[src/rtl/hb_gate_pkg.sv]
package hb_gate_pkg;

    typedef enum logic [1:0] {
        L_LOW_ON   = 2'd0,
        L_RISE_GAP = 2'd1,
        L_HIGH_ON  = 2'd2,
        L_FALL_GAP = 2'd3
    } left_st_t;

    typedef enum logic [1:0] {
        R_FWD_ON   = 2'd0,
        R_REV_ON   = 2'd1,
        R_SWAP_GAP = 2'd2
    } right_st_t;

    function automatic int unsigned dwell_width(input int unsigned cycles);
        return (cycles < 2) ? 1 : $clog2(cycles);
    endfunction

endpackage

[src/rtl/hb_dwell_timer.sv]
module hb_dwell_timer #(
    parameter int unsigned DEAD_CYC = 8
) (
    input  logic clk,
    input  logic rst_n,
    input  logic clr,
    input  logic adv,
    output logic done
);
    import hb_gate_pkg::*;

    localparam int unsigned CW     = dwell_width(DEAD_CYC);
    localparam int unsigned LAST_I = DEAD_CYC - 1;
    localparam logic [CW-1:0] LAST = LAST_I[CW-1:0];

    logic [CW-1:0] cnt;

    always_ff @(posedge clk or negedge rst_n) begin
        if (!rst_n)   cnt <= '0;
        else if (clr) cnt <= '0;
        else if (adv) cnt <= cnt + 1'b1;
    end

    assign done = (cnt == LAST);

endmodule

[src/rtl/hb_left_leg.sv]
module hb_left_leg #(
    parameter int unsigned DEAD_CYC = 8
) (
    input  logic clk,
    input  logic rst_n,
    input  logic duty_eff,
    output logic hi_on,
    output logic lo_on
);
    import hb_gate_pkg::*;

    left_st_t st, st_nx;
    logic     t_clr, t_adv, t_done;

    hb_dwell_timer #(.DEAD_CYC(DEAD_CYC)) u_tmr (
        .clk   (clk),
        .rst_n (rst_n),
        .clr   (t_clr),
        .adv   (t_adv),
        .done  (t_done)
    );

    always_ff @(posedge clk or negedge rst_n) begin
        if (!rst_n) st <= L_FALL_GAP;
        else        st <= st_nx;
    end

    always_comb begin
        st_nx = st;
        t_clr = 1'b0;
        t_adv = 1'b0;
        unique case (st)
            L_LOW_ON: begin
                t_adv = duty_eff;
                t_clr = !duty_eff || t_done;
                if (duty_eff && t_done) st_nx = L_RISE_GAP;
            end
            L_RISE_GAP: begin
                t_adv = duty_eff;
                t_clr = !duty_eff || t_done;
                if (!duty_eff)   st_nx = L_FALL_GAP;
                else if (t_done) st_nx = L_HIGH_ON;
            end
            L_HIGH_ON: begin
                t_clr = 1'b1;
                if (!duty_eff) st_nx = L_FALL_GAP;
            end
            L_FALL_GAP: begin
                t_adv = 1'b1;
                t_clr = t_done;
                if (t_done) st_nx = L_LOW_ON;
            end
        endcase
    end

    always_comb begin
        hi_on = 1'b0;
        lo_on = 1'b0;
        unique case (st)
            L_LOW_ON:   lo_on = 1'b1;
            L_HIGH_ON:  hi_on = 1'b1;
            L_RISE_GAP,
            L_FALL_GAP: ;
        endcase
    end

endmodule

[src/rtl/hb_right_leg.sv]
module hb_right_leg #(
    parameter int unsigned DEAD_CYC = 8
) (
    input  logic clk,
    input  logic rst_n,
    input  logic fwd,
    output logic hi_on,
    output logic lo_on
);
    import hb_gate_pkg::*;

    right_st_t st, st_nx;
    logic      t_clr, t_done;

    hb_dwell_timer #(.DEAD_CYC(DEAD_CYC)) u_tmr (
        .clk   (clk),
        .rst_n (rst_n),
        .clr   (t_clr),
        .adv   (1'b1),
        .done  (t_done)
    );

    always_ff @(posedge clk or negedge rst_n) begin
        if (!rst_n) st <= R_SWAP_GAP;
        else        st <= st_nx;
    end

    always_comb begin
        st_nx = st;
        t_clr = 1'b1;
        unique case (st)
            R_FWD_ON: if (!fwd) st_nx = R_SWAP_GAP;
            R_REV_ON: if (fwd)  st_nx = R_SWAP_GAP;
            R_SWAP_GAP: begin
                t_clr = t_done;
                if (t_done) st_nx = fwd ? R_FWD_ON : R_REV_ON;
            end
            default: st_nx = R_SWAP_GAP;
        endcase
    end

    always_comb begin
        hi_on = 1'b0;
        lo_on = 1'b0;
        unique case (st)
            R_FWD_ON:   hi_on = 1'b1;
            R_REV_ON:   lo_on = 1'b1;
            default:    ;
        endcase
    end

endmodule

[src/rtl/hb_gate_ctrl.sv]
module hb_gate_ctrl #(
    parameter int unsigned DEAD_CYC = 8
) (
    input  logic clk,
    input  logic rst_n,
    input  logic pwm_cmd,
    input  logic dir_fwd,
    input  logic bridge_off,
    output logic gate_lh,
    output logic gate_ll,
    output logic gate_rh,
    output logic gate_rl
);

    logic duty_eff;

    assign duty_eff = pwm_cmd && !bridge_off;

    hb_left_leg #(.DEAD_CYC(DEAD_CYC)) u_left (
        .clk      (clk),
        .rst_n    (rst_n),
        .duty_eff (duty_eff),
        .hi_on    (gate_lh),
        .lo_on    (gate_ll)
    );

    hb_right_leg #(.DEAD_CYC(DEAD_CYC)) u_right (
        .clk   (clk),
        .rst_n (rst_n),
        .fwd   (dir_fwd),
        .hi_on (gate_rh),
        .lo_on (gate_rl)
    );

endmodule

[config.mk]
export PLATFORM = sky130hd
export DESIGN_NAME = hb_gate_ctrl
export DESIGN_NICKNAME = d
export VERILOG_FILES = /design/src/rtl/hb_gate_pkg.sv /design/src/rtl/hb_dwell_timer.sv /design/src/rtl/hb_left_leg.sv /design/src/rtl/hb_right_leg.sv /design/src/rtl/hb_gate_ctrl.sv
export SDC_FILE = /design/constraint.sdc
export NUM_CORES = 1
export LEC_CHECK = 0
export ABC_AREA = 1
export BUFFER_PORTS_ARGS = -buffer_cell sky130_fd_sc_hd__buf_2
export CAP_MARGIN = 10
export CORE_AREA = 2 2 39 41
export DETAILED_ROUTE_END_ITERATION = 10
export DIE_AREA = 0 0 41 43
export GPL_ROUTABILITY_DRIVEN = 0
export HOLD_SLACK_MARGIN = 0.15
export PLACE_DENSITY_LB_ADDON = 0.1
export SYNTH_ARGS = -nofsm -noshare
export SYNTH_HDL_FRONTEND = slang
export SYNTH_SLANG_ARGS = --single-unit
[constraint.sdc]
create_clock -name clk -period 1.62 [get_ports clk]
set_input_delay 0 -clock clk [delete_from_list [all_inputs] [get_ports clk]]
set_output_delay 0 -clock clk [all_outputs]
set_load 0.02 [all_outputs]
==> results of run 1 <==
## layer usage
metal  up-vias  global-route usage (%)  wire [um]
met5         -                       0          0
met4         0                   12.00         12
met3         2                   3.141         19
met2         4                   26.56        573
met1       220                   18.64        509
li1        283                       -          -
## worst min-delay path by stage
stage	startpoint	to	slack, ps	depth (start not counted)
floorplan	rst_n	u_left.u_tmr.cnt[0]	-300	0
global placement	rst_n	u_right.st[0]	-130	1
detailed placement	rst_n	u_right.st[0]	-130	1
CTS	rst_n	u_left.st[0]	240	2
global route	rst_n	u_left.st[0]	250	2
finish	rst_n	u_left.st[0]	240	2
## area by class of cell
class	count	share of cell area (%)
multi-input combinational	54	41.94
sequential	10	32.74
timing repair buffer	13	11.61
inverter	16	7.742
clock buffer	4	3.387
tap	16	2.581
## state kept, by name (all words and copies together), names as in the netlist
| name | flops |
|---|---|
| u_left.st | 2 |
| u_left.u_tmr.cnt | 3 |
| u_right.st | 2 |
| u_right.u_tmr.cnt | 3 |
## what timing repair did
action,in CTS,in global routing
hold buffers,5,0
setup buffers,0,0
hold endpoints to repair,14,0
## per-stage QoR
step	std cells	hold slack, ps
finish	113	244.5
CTS	113	237.8
global placement	104	-127.0
global route	113	251.3
detailed placement	104	-130.0
floorplan	80	-295.6
## power groups by stage
stage / clock network [W] / registers, W / logic [W]
floorplan: 0 / 0.000426 / 0.000472
global placement: 0 / 0.000439 / 0.000585
detailed placement: 0 / 0.000445 / 0.000591
CTS: 0.000184 / 0.000441 / 0.000603
global route: 0.000195 / 0.000456 / 0.000709
finish: 0.000175 / 0.000441 / 0.000589
## synth_stat cells, drive strengths merged
cell / instances
nand2: 19
inv: 16
nand3: 11
ha: 9
nor2: 8
dfrtp: 7
a21oi: 3
dfstp: 3
o21ai: 2
nand3b: 1
nand4: 1
## logic make-up (layout without fill, tap and decap cells)
logic type / Yosys count / after routing
AOI/OAI and AO/OA: 5 / 5
buffers and inverters: 16 / 33
adders and majority gates: 9 / 9
DFF: 10 / 10
and+or+nand+nor: 40 / 40
## worst max-delay path, cell delays in order, from the launching register on
cell and delay, ps:
dfstp_2 580, inv_1 80, ha_1 200, inv_1 70
nand2_1 70, a21oi_4 180, nand3b_1 100, nand2_1 70
==> results_dict.tcl, run 1 <==
set metrics [dict create \
    finalHoldViolCount 0 \
    switching_share_pct 43.09 \
    cp-end-kind "flip-flop" \
    cts_max_level 1 \
    power_leakage_nw 0.4457 \
    core_sq_mm 0.001384 \
    synth.largest_area_cell "dfrtp_1" \
    clk_pin_slew_ps 70 \
    via_count 509 \
    final_cell_area_sq_um 775.7 \
    rsz0062_at_grt "false" \
    grt_usage_pct 16.73 \
    layout_commonest_cell "nand2_1" \
    worst_pin_slew_ps 322.0 \
    post-place-ws_ps 218.3 \
    worstPathRequired_ps 1830 \
    status "finished clean" \
    die_h_um 43 \
    synthMuxAreaShare_pct 0 \
    finalCritPeriodShare_pct 86.98 \
    synth_top_area_share_pct 27.40 \
    dieArea_sq_mm 0.001763 \
    final_util_pct 56.06 \
    cp-startpoint "u_left.st[0]" \
    p_switching_w 0.0005190 \
    power.density_mw_per_mm2 1553 \
    cts_root_buf "clkbuf_4" \
    synth_seq_cells 10 \
    antenna_found_initial 0 \
    routedWlPerCell_um 9.858 \
    synth_xor_area_share_pct 0 \
    postCtsResizedCells 0 \
    drt-total-wl_um 1114 \
    comb_power_share_pct 48.9 \
    slew_violations 0 \
    worstSetupPathType "flip-flop to flip-flop" \
    min_period_ps 1409 \
    synth_fp_nets 94 \
    ys_types 15 \
    cp.arrival_ps 1610 \
    place_hpwl_um 851.7 \
    drtAntennaViolNets 0 \
    power_w 0.001204 \
    clkPwrFrac_pct 14.5 \
    cts_tree "done" \
    multiInputGateArea_sq_um 325.3 \
    netlist_area_sq_um 639.4 \
    layout_common_cells "18 x nand2_1, 15 x inv_1, 11 x nand3_1" \
    overflow 0 \
    grt_pass1_wl_um 1938 \
    synth_cells 80 \
    drv_cap 0 \
    clock_sinks 10 \
    r2r_cells 7 \
    seq_area_sq_um 254.0 \
    dr.pass1.iters 3 \
    fin_ws_ps 211.0 \
    clock_latency_ps 260 \
    p_int_w 0.0006853 \
    fmax_ghz 0.7097 \
    min_path_type "input pin to async pin" \
    slew_headroom_pct 78.46 \
    ys_warn_count 0 \
    tns_ps 0 \
    drc 0 \
    fin_worst_skew_ps 9.785 \
    synth_fa_ha_area_share_pct 17.61 \
    regToRegStartpoint "u_left.st[0]" \
    drt_iter0_drc 3 \
    start_kind "flip-flop" \
    via_per_inst 4.504 \
    die_width_um 41 \
    finalSetupViolCount 0 \
    n_fill_cell 144 \
    endpoint "u_left.u_tmr.cnt[0]" \
    path_max_fanout 6 \
    yosys.area_share.simple_pct 27.01 \
    p_seq_share_pct 36.6 \
    synth_top_family_by_area "simple AND/OR/NAND/NOR gates" \
    nets 112 \
    ff2ff_setup_slack_ps 210 \
    initial_core_util_pct 46.20 \
    port_buffers 8 \
    cts_buffers 3 \
    r2r_end "u_left.u_tmr.cnt[0]" \
    cts_buffer_depth 2 \
    io_pins 9 \
    drive_gt1_share_pct 18.56 \
    synth-compound-area-share_pct 6.262 \
    grt_pass1_vias 493 \
    synth_area_leaders "dfrtp_1 27%, ha_1 18%, dfstp_2 12%" \
    placed_cell_area_sq_um 699.4 \
    ir_drop_uv 692.1 \
    n_antenna_cell 0 \
    yosysSeqAreaShare_pct 39.73 \
    area_growth_pct 21.33 \
    rows 14 \
    avgSynthCellArea_sq_um 7.992 \
    grt_max_degree 8 \
]
Power figures use the tool's default switching activity.
==> run 2, diff against run 1 <==
--- a/config.mk
+++ b/config.mk
@@ -13,7 +13,7 @@
 export DIE_AREA = 0 0 41 43
 export GPL_ROUTABILITY_DRIVEN = 0
 export HOLD_SLACK_MARGIN = 0.15
-export PLACE_DENSITY_LB_ADDON = 0.1
+export PLACE_DENSITY = 0.73
 export SYNTH_ARGS = -nofsm -noshare
 export SYNTH_HDL_FRONTEND = slang
 export SYNTH_SLANG_ARGS = --single-unit
==> results_dict.tcl, run 2 (same netlist as run 1, synthesis figures left out) <==
set metrics [dict create \
    die_h_um 43 \
    crit_slowest_cell "dfstp_2" \
    use_met3_pct 1.571 \
    drt-total-wl_um 1049 \
    antenna_found_initial 0 \
    post-place-ws_ps 199.9 \
    initial_core_util_pct 46.20 \
    rows 14 \
    postCtsResizedCells 0 \
    grt_max_degree 8 \
    finalHoldViolCount 0 \
    worstSetupPathType "flip-flop to flip-flop" \
    cts_tree "done" \
    via_count 519 \
    n_antenna_cell 0 \
    power.density_mw_per_mm2 1592 \
    area_growth_pct 22.90 \
    grt_pass1_vias 469 \
    worstPathRequired_ps 1820 \
    cts_buffer_depth 2 \
    die_width_um 41 \
    grt_usage_pct 14.97 \
    cts_buffers 3 \
    r2r_cells 7 \
    grt_use_met1_pct 18.62 \
    drv_cap 0 \
    clock_latency_ps 260 \
    layout_common_cells "18 x nand2_1, 15 x inv_1, 11 x nand3_1" \
    clock_sinks 10 \
    finalSetupViolCount 0 \
    reg_top3 "u_left.u_tmr.cnt (3), u_right.u_tmr.cnt (3)" \
    cts_root_buf "clkbuf_4" \
    finalCritPeriodShare_pct 87.90 \
    tns_ps 0 \
    rsz0062_at_grt "false" \
    slew_headroom_pct 77.63 \
    cp-end-kind "flip-flop" \
    place_hpwl_um 802.6 \
    status "finished clean" \
    slew_violations 0 \
    post_cts_buffers 0 \
    start_kind "flip-flop" \
    cts_max_level 1 \
    cp.arrival_ps 1630 \
    drc 0 \
    core_sq_mm 0.001384 \
    overflow 0 \
    nets 112 \
    drive_gt1_share_pct 19.59 \
    dr.pass1.iters 4 \
    power_leakage_nw 0.4517 \
    placed_cell_area_sq_um 699.4 \
    fin_worst_skew_ps 6.302 \
    grt_pass1_wl_um 1738 \
    drtAntennaViolNets 0 \
    via_per_inst 4.593 \
    clk_pin_slew_ps 70 \
    grt_busiest_layer "met2" \
    fmax_ghz 0.7022 \
    io_pins 9 \
    fin_ws_ps 195.9 \
    path_max_fanout 6 \
    dieArea_sq_mm 0.001763 \
    max_stage_delay_ps 570 \
    worst_pin_slew_ps 334.4 \
    min_period_ps 1424 \
    ir_drop_uv 1172 \
    crit_chain "inv_1 > ha_1 > inv_1 > nand2_1 > a21oi_4 > nand3_1 > nand2_1" \
    timing.hold.ws_ps 255.2 \
    layout_commonest_cell "nand2_1" \
    min_path_type "input pin to async pin" \
    use_met2_pct 23.13 \
    port_buffers 8 \
    final_cell_area_sq_um 785.8 \
    routedWlPerCell_um 9.283 \
    drt_iter0_drc 3 \
]
[run 2: cell counts in the layout (fill, tap and decap cells not counted)]
Identical to the previous run, type by type.
[run 2: critical path, delay by kind of cell, from the launching register on]
family	cells	cell delay (ps)
flops	1	570
simple gates	3	260
fa+ha+maj	1	210
compound gates	1	180
buf+inv	2	150
[run 2: timing repair]
action                                  CTS  global route
hold endpoints to repair                 13             0
endpoints found under the setup margin    0             0
hold buffers                              5             0
[run 2: per-stage QoR]
step | power, W | util [%] | std cells
final | 0.001251 | 56.78 | 113
after global routing | 0.001384 | 56.78 | 113
after CTS | 0.001274 | 56.78 | 113
after detailed placement | 0.001035 | 50.54 | 104
after global placement | 0.001016 | 50.54 | 104
after floorplan | 0.0008983 | - | 80
[run 2: metal layers]
| layer | part of all wire [%] | vias up | wire length [um] |
|---|---|---|---|
| met1 | 46 | 226 | 481 |
| met5 | 0 | - | 0 |
| li1 | - | 285 | - |
| met4 | 0.57 | 0 | 6 |
| met3 | 2.6 | 2 | 27 |
| met2 | 51 | 6 | 533 |
[run 2: area by class of cell]
class / instances / area, sq um
Inverter: 16 / 60.06
Fill cell: 131 / 598.1
Clock buffer: 4 / 36.28
Sequential cell: 10 / 254.0
Timing Repair Buffer: 13 / 90.09
Multi-Input combinational cell: 54 / 325.3
Tap cell: 16 / 20.02
[run 2: path summary, 6_finish.rpt]
kind / start / slack, ps / end
max: u_left.st[0] / 200 / u_left.u_tmr.cnt[1]
min: rst_n / 260 / u_right.st[1]
max reg2reg: u_left.st[0] / 200 / u_left.u_tmr.cnt[1]
min reg2reg: u_right.u_tmr.cnt[0] / 440 / u_right.u_tmr.cnt[0]
max in group asynchronous: rst_n / 610 / u_right.st[0]
min in group clk: u_right.u_tmr.cnt[0] / 440 / u_right.u_tmr.cnt[0]
[run 2: power breakdown]
group          internal [W]  switching (W)  leakage, nW
logic              0.000227       0.000369        0.306
clock network      0.000136      0.0000804       0.0210
registers          0.000364      0.0000739        0.125
